**src/rtl/seqlock_pkg.sv**
```systemverilog
package seqlock_pkg;
   typedef enum logic [1:0] {
      LK_PRE  = 2'd0,
      LK_SUF  = 2'd1,
      LK_OPEN = 2'd2,
      LK_MARK = 2'd3
   } lk_mode_e;
endpackage

```
**src/rtl/seqlock_match.sv**
```systemverilog
module seqlock_match
   import seqlock_pkg::*;
#(
   parameter int          NW       = 4,
   parameter int          KLEN     = 8,
   parameter logic [NW*KLEN-1:0] KEY_NIBS = '0,
   parameter logic [NW-1:0] SIG_NIB  = '0
) (
   input  logic          clk,
   input  logic          rst,
   input  logic [NW-1:0] nib_i,
   input  logic          vld_i,
   output lk_mode_e      mode_o
);
   localparam int IW = (KLEN > 1) ? $clog2(KLEN) : 1;
   localparam logic [IW-1:0] LAST = IW'(KLEN - 1);

   logic [NW-1:0] key_a [KLEN];
   for (genvar g = 0; g < KLEN; g++) begin : g_key
      assign key_a[g] = KEY_NIBS[g*NW +: NW];
   end

   lk_mode_e      mode_q, mode_d;
   logic [IW-1:0] cnt_q, cnt_d;
   logic          hit, restart_one;

   assign hit         = (nib_i == key_a[cnt_q]);
   assign restart_one = (nib_i == key_a[0]);

   always_comb begin
      mode_d = mode_q;
      cnt_d  = cnt_q;
      if (vld_i) begin
         unique case (mode_q)
            LK_PRE: begin
               if (cnt_q == LAST) begin
                  if (hit) begin
                     mode_d = LK_OPEN;
                     cnt_d  = '0;
                  end else if (nib_i == SIG_NIB) begin
                     mode_d = LK_SUF;
                     cnt_d  = '0;
                  end else begin
                     mode_d = LK_PRE;
                     cnt_d  = restart_one ? IW'(1) : '0;
                  end
               end else if (hit) begin
                  cnt_d = cnt_q + IW'(1);
               end else begin
                  cnt_d = restart_one ? IW'(1) : '0;
               end
            end
            LK_SUF: begin
               if (hit) begin
                  if (cnt_q == LAST) begin
                     mode_d = LK_MARK;
                     cnt_d  = '0;
                  end else begin
                     cnt_d = cnt_q + IW'(1);
                  end
               end else begin
                  mode_d = LK_PRE;
                  cnt_d  = restart_one ? IW'(1) : '0;
               end
            end
            default: begin
               mode_d = mode_q;
               cnt_d  = cnt_q;
            end
         endcase
      end
   end

   always_ff @(posedge clk or posedge rst) begin
      if (rst) begin
         mode_q <= LK_PRE;
         cnt_q  <= '0;
      end else begin
         mode_q <= mode_d;
         cnt_q  <= cnt_d;
      end
   end

   assign mode_o = mode_q;

   a_r6_idle_hold: assert property (@(posedge clk) disable iff (rst)
      !vld_i |=> ($stable(mode_q) && $stable(cnt_q)));
   a_r7_open_sticky: assert property (@(posedge clk) disable iff (rst)
      (mode_q == LK_OPEN) |=> (mode_q == LK_OPEN));
   a_r7_mark_sticky: assert property (@(posedge clk) disable iff (rst)
      (mode_q == LK_MARK) |=> (mode_q == LK_MARK));
endmodule

```
**src/rtl/seqlock_emit.sv**
```systemverilog
module seqlock_emit #(
   parameter int BW     = 8,
   parameter int NBYTES = 8,
   parameter logic [BW*NBYTES-1:0] SIG_BYTES = '0
) (
   input  logic          clk,
   input  logic          rst,
   input  logic          active_i,
   output logic [BW-1:0] byte_o,
   output logic          vld_o
);
   localparam int XW = (NBYTES > 1) ? $clog2(NBYTES) : 1;
   localparam logic [XW-1:0] LAST = XW'(NBYTES - 1);

   logic [BW-1:0] sig_a [NBYTES];
   for (genvar g = 0; g < NBYTES; g++) begin : g_sig
      assign sig_a[g] = SIG_BYTES[g*BW +: BW];
   end

   logic [XW-1:0] idx_q;

   always_ff @(posedge clk or posedge rst) begin
      if (rst) begin
         idx_q <= '0;
      end else if (active_i) begin
         idx_q <= (idx_q == LAST) ? '0 : idx_q + XW'(1);
      end
   end

   assign byte_o = active_i ? sig_a[idx_q] : '0;
   assign vld_o  = active_i;

   a_r8_wrap: assert property (@(posedge clk) disable iff (rst)
      (active_i && idx_q == LAST) |=> (idx_q == '0));
   a_r8_step: assert property (@(posedge clk) disable iff (rst)
      (active_i && idx_q != LAST) |=> (idx_q == $past(idx_q) + XW'(1)));
endmodule

```
**src/rtl/seqlock_top.sv**
```systemverilog
module seqlock_top
   import seqlock_pkg::*;
#(
   parameter int NW     = 4,
   parameter int KLEN   = 8,
   parameter int BW     = 8,
   parameter int NBYTES = 8,
   parameter logic [NW*KLEN-1:0]   KEY_NIBS  = 32'hC3A1_7E26,
   parameter logic [NW-1:0]        SIG_NIB   = 4'hB,
   parameter logic [BW*NBYTES-1:0] SIG_BYTES = 64'h5A3C_96E1_0FF0_A55A
) (
   input  logic          clk,
   input  logic          rst,
   input  logic [NW-1:0] key_nib_i,
   input  logic          key_vld_i,
   output logic          open_o,
   output logic          mark_o,
   output logic [BW-1:0] sig_byte_o,
   output logic          sig_vld_o
);
   if (KLEN < 2) begin : g_bad_len
      $error("seqlock_top: KLEN must be at least 2");
   end
   if (NBYTES < 2) begin : g_bad_bytes
      $error("seqlock_top: NBYTES must be at least 2");
   end
   if (SIG_NIB == KEY_NIBS[(KLEN-1)*NW +: NW]) begin : g_bad_branch
      $error("seqlock_top: SIG_NIB must differ from the last key nibble");
   end

   lk_mode_e mode;

   seqlock_match #(
      .NW(NW), .KLEN(KLEN), .KEY_NIBS(KEY_NIBS), .SIG_NIB(SIG_NIB)
   ) match_i (
      .clk(clk), .rst(rst), .nib_i(key_nib_i), .vld_i(key_vld_i), .mode_o(mode)
   );

   assign open_o = (mode == LK_OPEN);
   assign mark_o = (mode == LK_MARK);

   seqlock_emit #(
      .BW(BW), .NBYTES(NBYTES), .SIG_BYTES(SIG_BYTES)
   ) emit_i (
      .clk(clk), .rst(rst), .active_i(mark_o), .byte_o(sig_byte_o), .vld_o(sig_vld_o)
   );

   a_r9_exclusive: assert property (@(posedge clk) disable iff (rst)
      !(open_o && mark_o));
   a_r9_quiet: assert property (@(posedge clk) disable iff (rst)
      !mark_o |-> (!sig_vld_o && sig_byte_o == '0));
endmodule

```
**config.mk**
```make
export PLATFORM = sky130hd
export DESIGN_NAME = seqlock_top
export DESIGN_NICKNAME = d
export VERILOG_FILES = /design/src/rtl/seqlock_pkg.sv /design/src/rtl/seqlock_match.sv /design/src/rtl/seqlock_emit.sv /design/src/rtl/seqlock_top.sv
export SDC_FILE = /design/constraint.sdc
export NUM_CORES = 1
export LEC_CHECK = 0
export BUFFER_PORTS_ARGS = -buffer_cell sky130_fd_sc_hd__buf_2
export CELL_PAD_IN_SITES_DETAIL_PLACEMENT = 0
export CELL_PAD_IN_SITES_GLOBAL_PLACEMENT = 1
export CORE_ASPECT_RATIO = 0.6
export CORE_MARGIN = 3
export CORE_UTILIZATION = 25
export CTS_CLUSTER_SIZE = 12
export DETAILED_ROUTE_END_ITERATION = 8
export PLACE_DENSITY = 0.56
export SYNTH_ARGS = -nofsm -noshare
export SYNTH_HDL_FRONTEND = slang
export SYNTH_SLANG_ARGS = --single-unit
```
**constraint.sdc**
```tcl
create_clock -name clk -period 2.8 [get_ports clk]
set_input_delay 0.28 -clock clk [delete_from_list [all_inputs] [get_ports clk]]
set_output_delay 0.28 -clock clk [all_outputs]
set_load 0.005 [all_outputs]
```
==> impl_metrics.tcl, run 1 <==
set metrics [dict create \
    status "finished, violations left" \
    violations "hold timing" \
    ioPinCount 18 \
    gp_congestion 0.835 \
    postCtsSetupBuffers 0 \
    grt_max_degree 10 \
    clkTransAtPathRegs_ns 0.04 \
    finalSetupViolations 0 \
    core-area_sq_mm 0.00257 \
    grt_usage 0.0959 \
    synth_edf_count 0 \
    finalCritPeriodShare 0.712 \
    yosysMostFrequentCell "dfrtp_1" \
    rrSetupSlack_ns 0.81 \
    route.detailed.drc 0 \
    critPathRequiredTime_ns 2.93 \
    grt_pass1_wl_um 2460 \
    clk_latency_ns 0.22 \
    numClockSinks 8 \
    crit_fanout 8 \
    cts_hold_buf 0 \
    final_area_sq_um 848 \
    setup_slack_ns 0.807 \
    min_period_ns 1.99 \
    finalHoldViolCount 8 \
    row_count 14 \
    finish.utilization 0.329 \
    via_per_inst 4.78 \
    irDropWorstVdd_v 0.000198 \
    end_kind "register" \
    htree_levels 1 \
    p_leak_nw 0.436 \
    globalRouteOverflowTotal 0 \
    ys_warn_count 0 \
    final.fill_count 269 \
    r2r-start "match_i.cnt_q[0]$_DFFE_PP0P_" \
    synth_cells 78 \
    ys_types 36 \
    slew_headroom 0.713 \
    start_util 0.269 \
    hold_path_class "in -> async" \
    synth_fp_nets 92 \
    syn_area_per_cell_sq_um 8.89 \
    wl_per_cell_um 11.2 \
    ys_seq_area_frac 0.289 \
    hpwl_um 1210 \
    die_x_um 74.0 \
    fmax_mhz 502 \
    placed_area_sq_um 807 \
    arrival_ns 2.13 \
    area_growth_pct 22.4 \
    total_power_mw 0.284 \
    first_global_vias 529 \
    synth_ff_type "dfrtp_1" \
    regArea_sq_um 200 \
    drive_gt1_frac 0.260 \
    final.setup.tns_ns 0 \
    yosysTopAreaCell "dfrtp_1" \
    finClkSkew_ns 0.00166 \
    hold_slack_ns -0.00639 \
    rsz0062_at_grt "no" \
    die-area_sq_mm 0.00346 \
    cts.repair.resized 0 \
    antenna_cells 0 \
    startpoint "match_i.cnt_q[0]$_DFFE_PP0P_" \
    yosys-top-cells-area "dfrtp_1 29%, ha_1 13%, nor2b_1 4.5%" \
    cts_tree "yes" \
    path_class "reg -> reg" \
    startpoint_type "register" \
    clock_path_buffers 2 \
    multi_input_area_sq_um 459 \
    synth_top_area_share 0.289 \
    synth_async_sr_flop_share 1.00 \
    vias 612 \
    power_density_mw_per_mm2 335 \
    max-cap-violations 0 \
    drtIter0Drc 20 \
    nets 112 \
    syn_area_sq_um 693 \
    ctsRootBufferMaster "clkbuf_8" \
    die_h_um 46.8 \
    ant_nets 0 \
    drt_first_pass_iters 3 \
    drv_slew 0 \
    wl_um 1440 \
    cts_buffers 3 \
    r2r_end "match_i.cnt_q[2]$_DFFE_PP0P_" \
    ys_ff_latch 8 \
    place_ws_ns 0.798 \
    synth.cells.most_frequent "8 x dfrtp_1, 7 x ha_1, 7 x nand2_1, 7 x nor2_1, 5 x nor2b_1" \
    antenna_found_initial 0 \
    worst_pin_slew_ns 0.425 \
    port_buffers 17 \
    reg2reg_depth 6 \
]
cell usage in the layout (no fill, tap or decap), types with 2 or more instances in the layout:
cell / Yosys / final
o41ai_1: 2 / 2
o21ai_1: 2 / 2
a21oi_1: 3 / 3
nor2b_1: 5 / 5
nor2_1: 7 / 7
xor2_1: 2 / 2
xnor2_1: 2 / 2
or3_1: 2 / 2
clkbuf_8: 0 / 3
inv_1: 3 / 3
and2_1: 3 / 3
nand2_1: 7 / 7
inv_2: 2 / 2
ha_1: 7 / 7
mux2_1: 2 / 2
buf_2: 0 / 17
dfrtp_1: 8 / 8
flip-flops by register name (all words and copies together), names as in the netlist:
name            cells
match_i.cnt_q       3
match_i.mode_o      2
emit_i.idx_q        3
worst max-delay path, cell delays in order, from the launching register on:
cell and delay (ns):
dfrtp_1 0.47, inv_1 0.09, ha_1 0.33, xor2_1 0.15, a32oi_1 0.14, or4_4 0.48, o31ai_2 0.23
cells by family after synthesis:
family / after synthesis / synth area share
AOI/OAI and AO/OA: 17 / 0.195
xor gates and xnor gates: 4 / 0.0506
adders and majority gates: 7 / 0.126
buffers and inverters: 8 / 0.0487
DFF: 8 / 0.289
muxes: 3 / 0.0469
and+or+nand+nor: 31 / 0.244
routing by layer:
| layer | vias to the layer above | GRT usage | routed length [um] |
|---|---|---|---|
| li1 | 315 | - | - |
| met3 | 2 | 0.0470 | 68 |
| met2 | 8 | 0.111 | 549 |
| met1 | 287 | 0.150 | 812 |
| met4 | 0 | 0.0217 | 4 |
| met5 | - | 0 | 0 |
power breakdown:
group          internal (mW)  switching, mW  leakage, nW
Combinational         0.0125         0.0162        0.303
Clock                 0.0929         0.0427       0.0216
Sequential             0.117        0.00262        0.111
Total                  0.223         0.0615        0.436
worst max path at each step:
stage / end / slack, ns / cells past startpoint
floorplan: match_i.cnt_q[2]$_DFFE_PP0P_ / 0.96 / 6
global placement: match_i.cnt_q[1]$_DFFE_PP0P_ / 0.79 / 6
detailed placement: match_i.cnt_q[2]$_DFFE_PP0P_ / 0.80 / 6
CTS: match_i.cnt_q[2]$_DFFE_PP0P_ / 0.79 / 6
global route: match_i.cnt_q[1]$_DFFE_PP0P_ / 0.68 / 6
finish: match_i.cnt_q[2]$_DFFE_PP0P_ / 0.81 / 6
metrics by stage:
step / hold slack (ns) / cells
after floorplan: 0.0957 / 78
after global placement: 0.248 / 125
after detailed placement: 0.246 / 125
after CTS: 0.00733 / 128
after global routing: 0.0290 / 128
final: -0.00639 / 128
cell type report:
class | instances | area share
Multi-Input combinational cell | 62 | 0.541
Clock buffer | 3 | 0.0487
Tap cell | 32 | 0.0472
Timing Repair Buffer | 17 | 0.100
Sequential cell | 8 | 0.236
Inverter | 6 | 0.0265
Power figures use the tool's default switching activity.
==> inputs of run 2 (changes only) <==
Settings changed: ABC_AREA from default to 1, PLACE_DENSITY 0.56 to 0.59.
Clock period 2.8 ns to 1.9 ns, I/O delays scaled along.
==> run 2 against run 1 <==
  * The run now ends clean
  * Sequential power rose by 43%
  * Synthesized cell count increased by 55%
  * Wire length grew 24%
  * Register-to-register slack worse by 0.61 ns
  * Final cell count is 41% higher
  * Critical path depth up 1
  * Worst hold slack better by 0.29 ns
  * Sequential share of layout area down 1.9 points
  * Utilization rose by 1.6 points
  * Flip-flop and latch count unchanged
  * Power increased by 42%
  * Largest power group unchanged
==> impl_metrics.tcl, run 2 <==
set metrics [dict create \
    status "complete, no violations" \
    finClkSkew_ns 0.00203 \
    cts_tree "yes" \
    reg2reg_depth 12 \
    hold_path_depth 4 \
    r2r_end "match_i.mode_o[0]$_DFFE_PP0P_" \
    hpwl_um 1520 \
    dp.cells 176 \
    slew_headroom 0.761 \
    worstPathCellList "inv_1 > ha_1 > nor2_1 > a21oi_1 > inv_1 > nor2_1 > buf_2" \
    antenna_found_initial 0 \
    die_h_um 48.3 \
    path_class "reg -> out" \
    finalNonFillerCells 180 \
    ctsRootBufferMaster "clkbuf_8" \
    max-cap-violations 0 \
    final_cell_mix "29 x nand2_1, 23 x inv_1, 17 x buf_2" \
    wl_per_cell_um 9.88 \
    holdPathEnd "match_i.cnt_q[0]$_DFFE_PP0P_" \
    start_util 0.281 \
    clock_path_buffers 2 \
    core-area_sq_mm 0.00266 \
    ys_seq_area_frac 0.268 \
    r2r-start "match_i.cnt_q[0]$_DFFE_PP0P_" \
    route.detailed.drc 0 \
    worst_pin_slew_ns 0.358 \
    drtIter0Drc 45 \
    hold_slack_ns 0.286 \
    yosys-top-cells-area "dfrtp_1 27%, nand2_1 15%, ha_1 12%" \
    hold_path_class "in -> reg" \
    rrSetupSlack_ns 0.20 \
    nets 156 \
    crit_family "flip-flops" \
    cp.depth 7 \
    grt_max_degree 12 \
    die_x_um 76.6 \
    cp_slowest_stage_delay_ns 0.39 \
    htree_levels 1 \
    row_count 14 \
    clk_latency_ns 0.23 \
    synth_top_area_share 0.268 \
    final.setup.tns_ns 0 \
    vias 770 \
    min_period_ns 1.72 \
    p_leak_nw 0.515 \
    syn_area_per_cell_sq_um 6.17 \
    numClockSinks 8 \
    setup_slack_ns 0.184 \
    syn_area_sq_um 747 \
    area_growth_pct 23.3 \
    port_buffers 17 \
    end_kind "primary output" \
    final_area_sq_um 921 \
    clkTransAtPathRegs_ns 0.04 \
    finish.utilization 0.346 \
    globalRouteOverflowTotal 0 \
    arrival_ns 1.53 \
    power_density_mw_per_mm2 440 \
    cts_buffers 3 \
    place_ws_ns 0.193 \
    drt_first_pass_iters 4 \
    placed_area_sq_um 870 \
    worst-path-buf-inv 3 \
    rsz0062_at_grt "no" \
    finalCritPeriodShare 0.903 \
    irDropWorstVdd_v 0.000236 \
    drive_gt1_frac 0.186 \
    fmax_mhz 583 \
    ys_ff_latch 8 \
    via_per_inst 4.28 \
    yosysMostFrequentCell "nand2_1" \
    total_power_mw 0.405 \
    synth_ff_type "dfrtp_1" \
    antenna_cells 0 \
    ioPinCount 18 \
    die-area_sq_mm 0.00370 \
    finalSetupViolations 0 \
    final_common_cell "nand2_1" \
    wl_um 1780 \
    startpoint_type "register" \
    synth.cells.most_frequent "29 x nand2_1, 23 x inv_1, 16 x nor2_1" \
    grt_pass1_wl_um 3080 \
    ant_nets 0 \
    gp_congestion 0.826 \
    synth_edf_count 0 \
    crit_fanout 4 \
    yosysTopAreaCell "dfrtp_1" \
    synth_fp_nets 135 \
    critPathRequiredTime_ns 1.71 \
    finalHoldViolCount 0 \
    min-delay-start "key_vld_i" \
    ys_types 20 \
    ys_warn_count 0 \
    synth_cells 121 \
    crit_slowest_cell "dfrtp_1" \
    synth_async_sr_flop_share 1.00 \
    drv_slew 0 \
    final.fill_count 311 \
    first_global_vias 678 \
    grt_usage 0.105 \
]
==> run 2: cell types whose count changed after synthesis, moves of 3 or more <==
cell,delta
inv_1,+20
nor2_1,+9
nor2b_1,-5
nand2_1,+22
o21ai_0,+5
and2_1,-3
nand3_1,+12
==> run 2: how the worst max path moves through the flow <==
stage / slack (ns) / from / endpoint
floorplan: 0.36 / match_i.cnt_q[0]$_DFFE_PP0P_ / match_i.mode_o[0]$_DFFE_PP0P_
global placement: 0.20 / match_i.cnt_q[0]$_DFFE_PP0P_ / match_i.mode_o[0]$_DFFE_PP0P_
detailed placement: 0.19 / match_i.cnt_q[0]$_DFFE_PP0P_ / match_i.mode_o[0]$_DFFE_PP0P_
CTS: 0.11 / emit_i.idx_q[0]$_DFFE_PP0P_ / sig_byte_o[2]
global route: 0.02 / match_i.cnt_q[0]$_DFFE_PP0P_ / match_i.cnt_q[0]$_DFFE_PP0P_
finish: 0.18 / emit_i.idx_q[0]$_DFFE_PP0P_ / sig_byte_o[7]
==> run 2: layout make-up <==
type | instances | area [sq um] | area share
inverters | 25 | 93.8 | 0.102
well taps | 40 | 50.0 | 0.0543
flip-flops and latches | 8 | 200 | 0.217
clock buffers | 3 | 41.3 | 0.0448
multi-input cells | 86 | 440 | 0.478
repair buffers | 18 | 95.1 | 0.103
==> run 2: cells by family after synthesis <==
logic type,count (synthesis),share of synthesized area
adder cells (fa/ha/maj),7,0.117
AND/OR/NAND/NOR,65,0.369
flip-flops,8,0.268
AO/OA/AOI/OAI,14,0.104
buffers and inverters,27,0.142
==> run 2: where the power goes <==
part | leakage, nW | total, mW | switching, mW | internal, mW
sequential | 0.0961 | 0.171 | 0 | 0.171
combinational | 0.397 | 0.0299 | 0.0184 | 0.0115
clock | 0.0216 | 0.204 | 0.0665 | 0.137
total | 0.515 | 0.405 | 0.0849 | 0.320
==> run 2: metal layers <==
layer | part of all wire | global-route usage
met4 | 0 | 0
met3 | 0.047 | 0.0537
met1 | 0.60 | 0.162
met5 | 0 | 0
met2 | 0.35 | 0.133
==> run 2: what timing repair did <==
item                       CTS  global route
resized for setup            0             1
hold endpoints to repair     8             0
hold buffers                 1             0
buffers inserted             0             0
setup endpoints to repair    0             1
==> run 2: worst min-delay path, cell delays in order <==
cell and delay, ns:
buf_2 0.07, nand2_1 0.09, nand2_1 0.07, nand2_1 0.05
